<file path="src/rtl/ptmr_pkg.sv">
package ptmr_pkg;
    localparam int WORD_W   = 32;
    localparam int EN_BIT   = 28;
    localparam int IE_BIT   = 29;
    localparam int RLD_BIT  = 30;
    localparam int FLAG_BIT = 31;

    localparam logic SEL_CTRL = 1'b0;
    localparam logic SEL_ACK  = 1'b1;

    typedef enum logic {
        ST_IDLE = 1'b0,
        ST_RUN  = 1'b1
    } tmr_state_e;
endpackage

</file>
<file path="src/rtl/ptmr_fsm.sv">
module ptmr_fsm
    import ptmr_pkg::*;
(
    input  logic clk,
    input  logic rst_n,
    input  logic ctrl_wr,
    input  logic ctrl_en,
    input  logic ack_reload,
    output logic run,
    output logic load
);
    tmr_state_e state_q, state_d;

    always_ff @(posedge clk or negedge rst_n) begin
        if (!rst_n) state_q <= ST_IDLE;
        else        state_q <= state_d;
    end

    // Transitions: START, STOP; RELOAD and EXPIRE stay in RUN.
    always_comb begin
        state_d = state_q;
        unique case (state_q)
            ST_IDLE: if (ctrl_wr && ctrl_en)  state_d = ST_RUN;
            ST_RUN:  if (ctrl_wr && !ctrl_en) state_d = ST_IDLE;
            default: state_d = ST_IDLE;
        endcase
    end

    always_comb begin
        run  = 1'b0;
        load = 1'b0;
        unique case (state_q)
            ST_IDLE: load = ctrl_wr && ctrl_en;
            ST_RUN: begin
                run  = 1'b1;
                load = (ctrl_wr && ctrl_en) || ack_reload;
            end
            default: begin
                run  = 1'b0;
                load = 1'b0;
            end
        endcase
    end
endmodule

</file>
<file path="src/rtl/ptmr_counter.sv">
module ptmr_counter #(
    parameter int CNT_W = 28
) (
    input  logic             clk,
    input  logic             rst_n,
    input  logic             run,
    input  logic             tick,
    input  logic             load,
    input  logic [CNT_W-1:0] load_val,
    input  logic [CNT_W-1:0] reload_val,
    output logic             expire,
    output logic [CNT_W-1:0] count
);
    localparam logic [CNT_W-1:0] ONE = CNT_W'(1);

    logic [CNT_W-1:0] count_d;

    assign expire = run && tick && !load && (count <= ONE);

    always_comb begin
        count_d = count;
        if (load)             count_d = load_val;
        else if (expire)      count_d = reload_val;
        else if (run && tick) count_d = count - ONE;
    end

    always_ff @(posedge clk or negedge rst_n) begin
        if (!rst_n) count <= '0;
        else        count <= count_d;
    end
endmodule

</file>
<file path="src/rtl/ptmr_top.sv">
module ptmr_top
    import ptmr_pkg::*;
#(
    parameter int CNT_W = 28
) (
    input  logic              clk,
    input  logic              rst_n,
    input  logic              tick_en,
    input  logic              bus_wr,
    input  logic              bus_sel,
    input  logic [WORD_W-1:0] bus_wdata,
    output logic [WORD_W-1:0] bus_rdata,
    output logic              irq
);
    logic             ctrl_wr, ack_wr, ack_clr, ack_rld;
    logic             run, load, expire;
    logic [CNT_W-1:0] count, reload_q, load_val;
    logic             ie_q, flag_q;
    logic [WORD_W-1:0] ctrl_word;

    assign ctrl_wr = bus_wr && (bus_sel == SEL_CTRL);
    assign ack_wr  = bus_wr && (bus_sel == SEL_ACK);
    assign ack_clr = ack_wr && bus_wdata[FLAG_BIT];
    assign ack_rld = ack_wr && bus_wdata[RLD_BIT];

    ptmr_fsm fsm_i (
        .clk        (clk),
        .rst_n      (rst_n),
        .ctrl_wr    (ctrl_wr),
        .ctrl_en    (bus_wdata[EN_BIT]),
        .ack_reload (ack_rld),
        .run        (run),
        .load       (load)
    );

    assign load_val = ctrl_wr ? bus_wdata[CNT_W-1:0] : reload_q;

    ptmr_counter #(.CNT_W(CNT_W)) cnt_i (
        .clk        (clk),
        .rst_n      (rst_n),
        .run        (run),
        .tick       (tick_en),
        .load       (load),
        .load_val   (load_val),
        .reload_val (reload_q),
        .expire     (expire),
        .count      (count)
    );

    always_ff @(posedge clk or negedge rst_n) begin
        if (!rst_n) begin
            reload_q <= '0;
            ie_q     <= 1'b0;
        end else if (ctrl_wr) begin
            reload_q <= bus_wdata[CNT_W-1:0];
            ie_q     <= bus_wdata[IE_BIT];
        end
    end

    // Expiry has priority over a clear in the same cycle.
    always_ff @(posedge clk or negedge rst_n) begin
        if (!rst_n)       flag_q <= 1'b0;
        else if (expire)  flag_q <= 1'b1;
        else if (ack_clr) flag_q <= 1'b0;
    end

    always_comb begin
        ctrl_word              = '0;
        ctrl_word[CNT_W-1:0]   = reload_q;
        ctrl_word[EN_BIT]      = run;
        ctrl_word[IE_BIT]      = ie_q;
        ctrl_word[FLAG_BIT]    = flag_q;
    end

    assign bus_rdata = (bus_sel == SEL_CTRL) ? ctrl_word : '0;
    assign irq       = flag_q && ie_q;
endmodule

</file>
<file path="config.mk">
export PLATFORM = sky130hd
export DESIGN_NAME = ptmr_top
export DESIGN_NICKNAME = d
export VERILOG_FILES = /design/src/rtl/ptmr_pkg.sv /design/src/rtl/ptmr_fsm.sv /design/src/rtl/ptmr_counter.sv /design/src/rtl/ptmr_top.sv
export SDC_FILE = /design/constraint.sdc
export NUM_CORES = 1
export LEC_CHECK = 0
export BUFFER_PORTS_ARGS = -buffer_cell sky130_fd_sc_hd__buf_2
export CORE_MARGIN = 8
export CORE_UTILIZATION = 50
export DETAILED_ROUTE_END_ITERATION = 8
export PLACE_DENSITY = 0.76
export SLEW_MARGIN = 0
export SYNTH_ARGS = -nofsm -noshare
export SYNTH_HDL_FRONTEND = slang
export SYNTH_HIERARCHICAL = 1
export SYNTH_SLANG_ARGS = --single-unit
</file>
<file path="constraint.sdc">
create_clock -name clk -period 2.2 [get_ports clk]
set_clock_uncertainty 0.05 [all_clocks]
set_input_delay 0.11 -clock clk [delete_from_list [all_inputs] [get_ports clk]]
set_output_delay 0.11 -clock clk [all_outputs]
set_load 0.05 [all_outputs]
</file>
Yosys cells after proc, flatten, opt, wreduce, memory -nomap -nowiden
Cells that the tools add are included.
{ "totals": {"reg_bits": 59, "latch_bits": 0, "mem_bits_rw": 0, "romBits": 0, "input_bits": 37, "out_inout_bits": 33, "mem_count": 0} }
{ "classes": {"add_sub_neg": 1, "n_mul": 0, "div": 0, "magnitude_cmp": 1, "n_eq_ne": 0, "shifts": 0, "muxes": 12, "bitwise_logic": 2, "n_reduce_logical": 15} }
{ "op_table": {"columns": ["op", "count"], "rows": [
  ["$mux 28", 4],
  ["$mux 32", 1],
  ["$le 28x1->1 const B", 1],
  ["$sub 28x1->28 const B", 1],
  ["$logic_and 1x1->1", 10],
  ["$mux 1", 5],
  ["$pmux 1 s2", 2],
  ["$reduce_bool 3->1", 1],
  ["$logic_not 1->1", 2],
  ["$not 1->1", 2],
  ["$reduce_bool 2->1", 1],
  ["$logic_or 1x1->1", 1]
]} }

Depth between registers and ports, before layout
{ "logic_depth": {"depth_word": 10, "ltp_mapped": 10, "depth_no_buf": 8} }

By module
The synthesis kept the hierarchy.
{ "modules_own_cells": {"columns": ["mod", "instances", "cells_per_inst", "area_per_inst_um2", "seq_area_each_um2"], "rows": [
  ["ptmr_counter", 1, 264, 2067.0, 700.7],
  ["ptmr_top", 1, 103, 1477.7, 750.7],
  ["ptmr_fsm", 1, 3, 50.0, 25.0]
]} }

Least setup slack after synthesis
Ideal clock, no wire load.
{ "synth_path": {"path_type": "reg2reg", "from": "reg cnt_i.count[19]", "to": "reg cnt_i.count[9]", "setup_ps": 120, "arrival_ps": 2186, "required_ps": 2030, "setup_slack_ps": -156, "stages_incl_launch_ff": 8, "path_buffers": 3, "period_less_slack_ps": 2356, "path_cell_list": "dfrtp_1 > or3_1 > buf_2 > or4_1 > or3_4 > buf_6 > buf_8 > a31o_2"} }
{ "synth_via": {"elab_chain_len": 4, "elab_cells_between_ends": 5} }
{ "synth_rtl": {"columns": ["item", "line", "source"], "rows": [
  ["from (decl)", "ptmr_counter.sv:12", "output logic [CNT_W-1:0] count"],
  ["from (signal assigned)", "ptmr_counter.sv:29", "else count <= count_d;"],
  ["$le 28x1->1 *", "ptmr_counter.sv:18", "assign expire = run && tick && !load && (count <= ONE);"],
  ["$logic_and 1x1->1 *", "ptmr_counter.sv:18", null],
  ["$mux 28", "ptmr_counter.sv:23", "else if (expire) count_d = reload_val;"],
  ["$mux 28", "ptmr_counter.sv:22", "if (load) count_d = load_val;"]
]} }
Every way passes the cells marked *; elsewhere a longest branch is shown, timed or not.
A chain may end at the register's enable or synchronous reset.

Final worst setup path
{ "layout_path": {"from": "reg cnt_i.count[22]", "to": "reg cnt_i.count[10]"} }
Same word-level chain as after synthesis.

==> metrics list <==
- The area growth from synthesis to layout is 35.4%.
- Initial antenna violation count: 0
* Synthesized-area fraction occupied by and/or/nand/nor cells: 0.219
- Switching power total: 0.00157 W
* Number of max-slew violations in the final report: 0
- Placement row count: 31
- Core outline area: 0.00710 sq mm
* Switching part of the total power: 0.372
* Library cell used as clock root buffer: sky130_fd_sc_hd__clkbuf_8
- Leaving out fill and tap cells, the most frequent cell in the layout is sky130_fd_sc_hd__buf_2.
- Leaving out filler cells and counting taps, the final layout contains 600.
- Clock-pin slew was measured on the worst setup and hold paths at 0.07 ns.
- Final HPWL DP: 6510 microns
- Final cycle utilization of the critical path: 1.03
* Netlist cell types: 53
- The worst setup path is of the flip-flop to flip-flop kind.
* Global-route wire length before repair: 16300 microns
- Number of nets produced by synthesis: 409
- The synthesized design contains 59 register bits.
- After the first detailed-routing iteration, the DRC count stood at 124.
- Number of nets with antenna violations after detailed routing: 0
- Result of the run: finished, violations left
- Leaving out fill and tap cells, the most frequent cells in the layout are sky130_fd_sc_hd__buf_2, sky130_fd_sc_hd__dfrtp_1, sky130_fd_sc_hd__nor2_1.
- Period minus WS final: 2.27 ns
- Power per cell area: 865 mW/mm^2
- Fill cells in the final layout number 542.
* Total clock buffers created by CTS: 9
* Leakage Power: 2.20 nW
- Final #Nets: 535
- Area of the mapped netlist: 0.00359 sq mm
* Number of top-level pins: 70
* Final setup slack of the worst path: -0.0720 ns
- Worst-Margin Slew: 0.620 ns
- For this configuration, the core starts out at a cell density of 0.506.
* Startpoint class of the critical path: flip-flop
- Gate Count Post-Synth: 370
- Sequential cell area fraction in the yosys report: 0.411
- The share of total power dissipated in sequential elements is 0.383.
- At the end of the flow the core is filled with cells to 0.686.
- Setup violations remaining at the end of the flow were counted as 24.
- Fraction of synthesized cell area taken by the top area cell type: 0.411
* Via density: 5.43
- Counting flops with an async set or reset pin after synthesis yields a share of 1.00.
* Violated checks: setup timing
- For this run the aggregate overflow at the end of global routing stands at 0.
* Clock tree from TritonCTS: yes
* Finished layout cell area: 0.00487 sq mm
* Final hold viol count: 0
* Synth area leaders: sky130_fd_sc_hd__dfrtp_1, sky130_fd_sc_hd__mux2_4, sky130_fd_sc_hd__nor2b_1
* Global Route Usage Sum: 0.201
- Setup slack after placement: -0.152 ns
- Fraction of power consumed by combinational cells: 0.383
- Adder-cell share of the synthesized area: 0.00696
- Measured along the y axis, the die boundary spans 101 microns.
- Arrival time at the worst endpoint: 2.43 ns
* CP max FO: 13
- The portion of synthesized area spent on multiplexers is 0.140.
* Warnings, synthesis: 6
- Measured along the x axis, the die boundary spans 101 microns.
- Number of enable-type register cells in the synthesized netlist: 0
* 1st-pass router iterations: 4
* Most frequently used flop master after synthesis: sky130_fd_sc_hd__dfrtp_1
- The synthesized design spends more area on one cell type than any other, namely sky130_fd_sc_hd__dfrtp_1.
- The multi-input combinational cells in the finished layout cover a total of 0.00207 sq mm.
- After synthesis, the largest family of logic cells by area is simple AND/OR/NAND/NOR gates.
- Mean Syn Cell Area: 9.72 sq um
* Setup Total Neg Slack: -0.768 ns
- Drt total wl: 9600 microns
* Full die area: 0.0102 sq mm
* Max capacitance violation total: 0
- Global placer's final weighted congestion: 0.893
- In this run the deepest clock path goes through 2 buffers.
- CP Capture Type: flip-flop
- Largest net degree at the start of global routing: 58
- Per-cell routed wire length: 16.0 microns
- Data required time of the worst path: 2.35 ns
- The number of global-route vias before repair came to 3435.
* Instance area after placement: 0.00421 sq mm
* Fraction of the mapped netlist area in compound gates: 0.129
* Post-synthesis share of cell area spent on xor and xnor gates: 0.0512
- Of the total power, the clock network draws 0.234.
* CTS H-tree depth: 3
- Clock latency of the later-clocked register in the worst-skew pair: 0.34 ns
- Port buffering added 68 buffers.
- Maximum vdd ir drop: 0.000499 V
* Highest Clock Rate: 440 MHz
* Number of cells in the design after placement: 549
- Total number of vias: 3259
- Drt drc: 0
- In the final layout, the share of cells above drive strength 1 is 0.361.
* RSZ-0062 raised after global routing: true
* Headroom to the max-slew limit: 0.587
- The path class of the tightest hold or removal check is input port to flip-flop.
- Area taken by flip-flops and latches: 0.00148 sq mm
- Final antenna diode count: 0
- Int Pwr: 0.00265 W
- Number of clock sinks: 59
-- kinds of logic (layout without fill, tap and decap cells) --
family	count (synthesis)	in the layout
simple gates	154	154
compound gates	71	71
flops	59	59
mux	35	35
buf+inv	27	158
xor+xnor	21	21
fa+ha+maj	2	2
other cells	1	1
-- registers in the layout (all words and copies together), names as in the netlist, named ones only --
register and cells:
flag_q 1, cnt_i/count 28, reload_q 28, ie_q 1
-- cell usage after synthesis (7+ instances only) --
cell	instances
sky130_fd_sc_hd__o21ai_0	23
sky130_fd_sc_hd__mux2_4	30
sky130_fd_sc_hd__nor2_1	41
sky130_fd_sc_hd__a221oi_1	7
sky130_fd_sc_hd__nor3_1	10
sky130_fd_sc_hd__clkbuf_1	13
sky130_fd_sc_hd__xnor2_1	15
sky130_fd_sc_hd__a21oi_1	16
sky130_fd_sc_hd__nor2b_1	29
sky130_fd_sc_hd__nand2_1	37
sky130_fd_sc_hd__nor4_1	9
sky130_fd_sc_hd__dfrtp_1	59
-- stage by stage --
step / hold WS [ns] / power, W
after floorplan: -0.236 / 0.00259
after global placement: 0.0997 / 0.00301
after detailed placement: 0.0998 / 0.00307
after CTS: 0.0258 / 0.00414
after global routing: 0.0333 / 0.00446
final: 0.0387 / 0.00421
-- layer usage --
layer  vias to the layer above  track usage  wire [microns]
met5                         -            0               0
met4                         0       0.0547             133
met3                        16       0.0580             535
met2                        93        0.335            4740
met1                      1590        0.247            4190
li1                       1560            -               -
-- area by class of cell --
class                      count  area share
clock buffer                  11      0.0290
clock inverter                 5      0.0108
inverter                       3     0.00283
multi-input combinational    284       0.425
sequential                    59       0.303
tap                           99      0.0254
timing repair buffer         139       0.204
-- what timing repair did --
action / 4_1_cts / 5_1_grt
endpoints found under the setup margin: 26 / 29
buffers inserted: 1 / 2
hold buffers: 31 / 0
hold endpoints to repair: 54 / 0
gates resized for setup: 17 / 23
cloned: 1 / 0
pin swaps: 6 / 8
-- critical path: stages (launching register included) --
cell                      delay [ns]
sky130_fd_sc_hd__dfrtp_1        0.39
sky130_fd_sc_hd__or3_4          0.37
sky130_fd_sc_hd__or4_4          0.48
sky130_fd_sc_hd__or3_4          0.43
sky130_fd_sc_hd__buf_8          0.17
sky130_fd_sc_hd__mux2i_1        0.16
sky130_fd_sc_hd__o21ai_1        0.08
-- worst paths after layout --
check	cells after the start	slack, ns	end	from
max	6	-0.07	cnt_i/count[10]	cnt_i/count[22]
min	3	0.04	flag_q	bus_wdata[31]
max reg2reg	6	-0.07	cnt_i/count[10]	cnt_i/count[22]
min reg2reg	1	0.45	flag_q	flag_q
max in group asynchronous	3	1.22	cnt_i/count[24]	rst_n
min in group asynchronous	2	0.27	reload_q[5]	rst_n
-- power groups by stage --
stage,registers [W],clock network [W],logic (W)
floorplan,0.00156,0,0.00104
global placement,0.00159,0,0.00142
detailed placement,0.00161,0,0.00146
CTS,0.00160,0.000999,0.00154
global route,0.00165,0.00105,0.00176
finish,0.00162,0.000986,0.00161
Power figures use the tool's default switching activity.
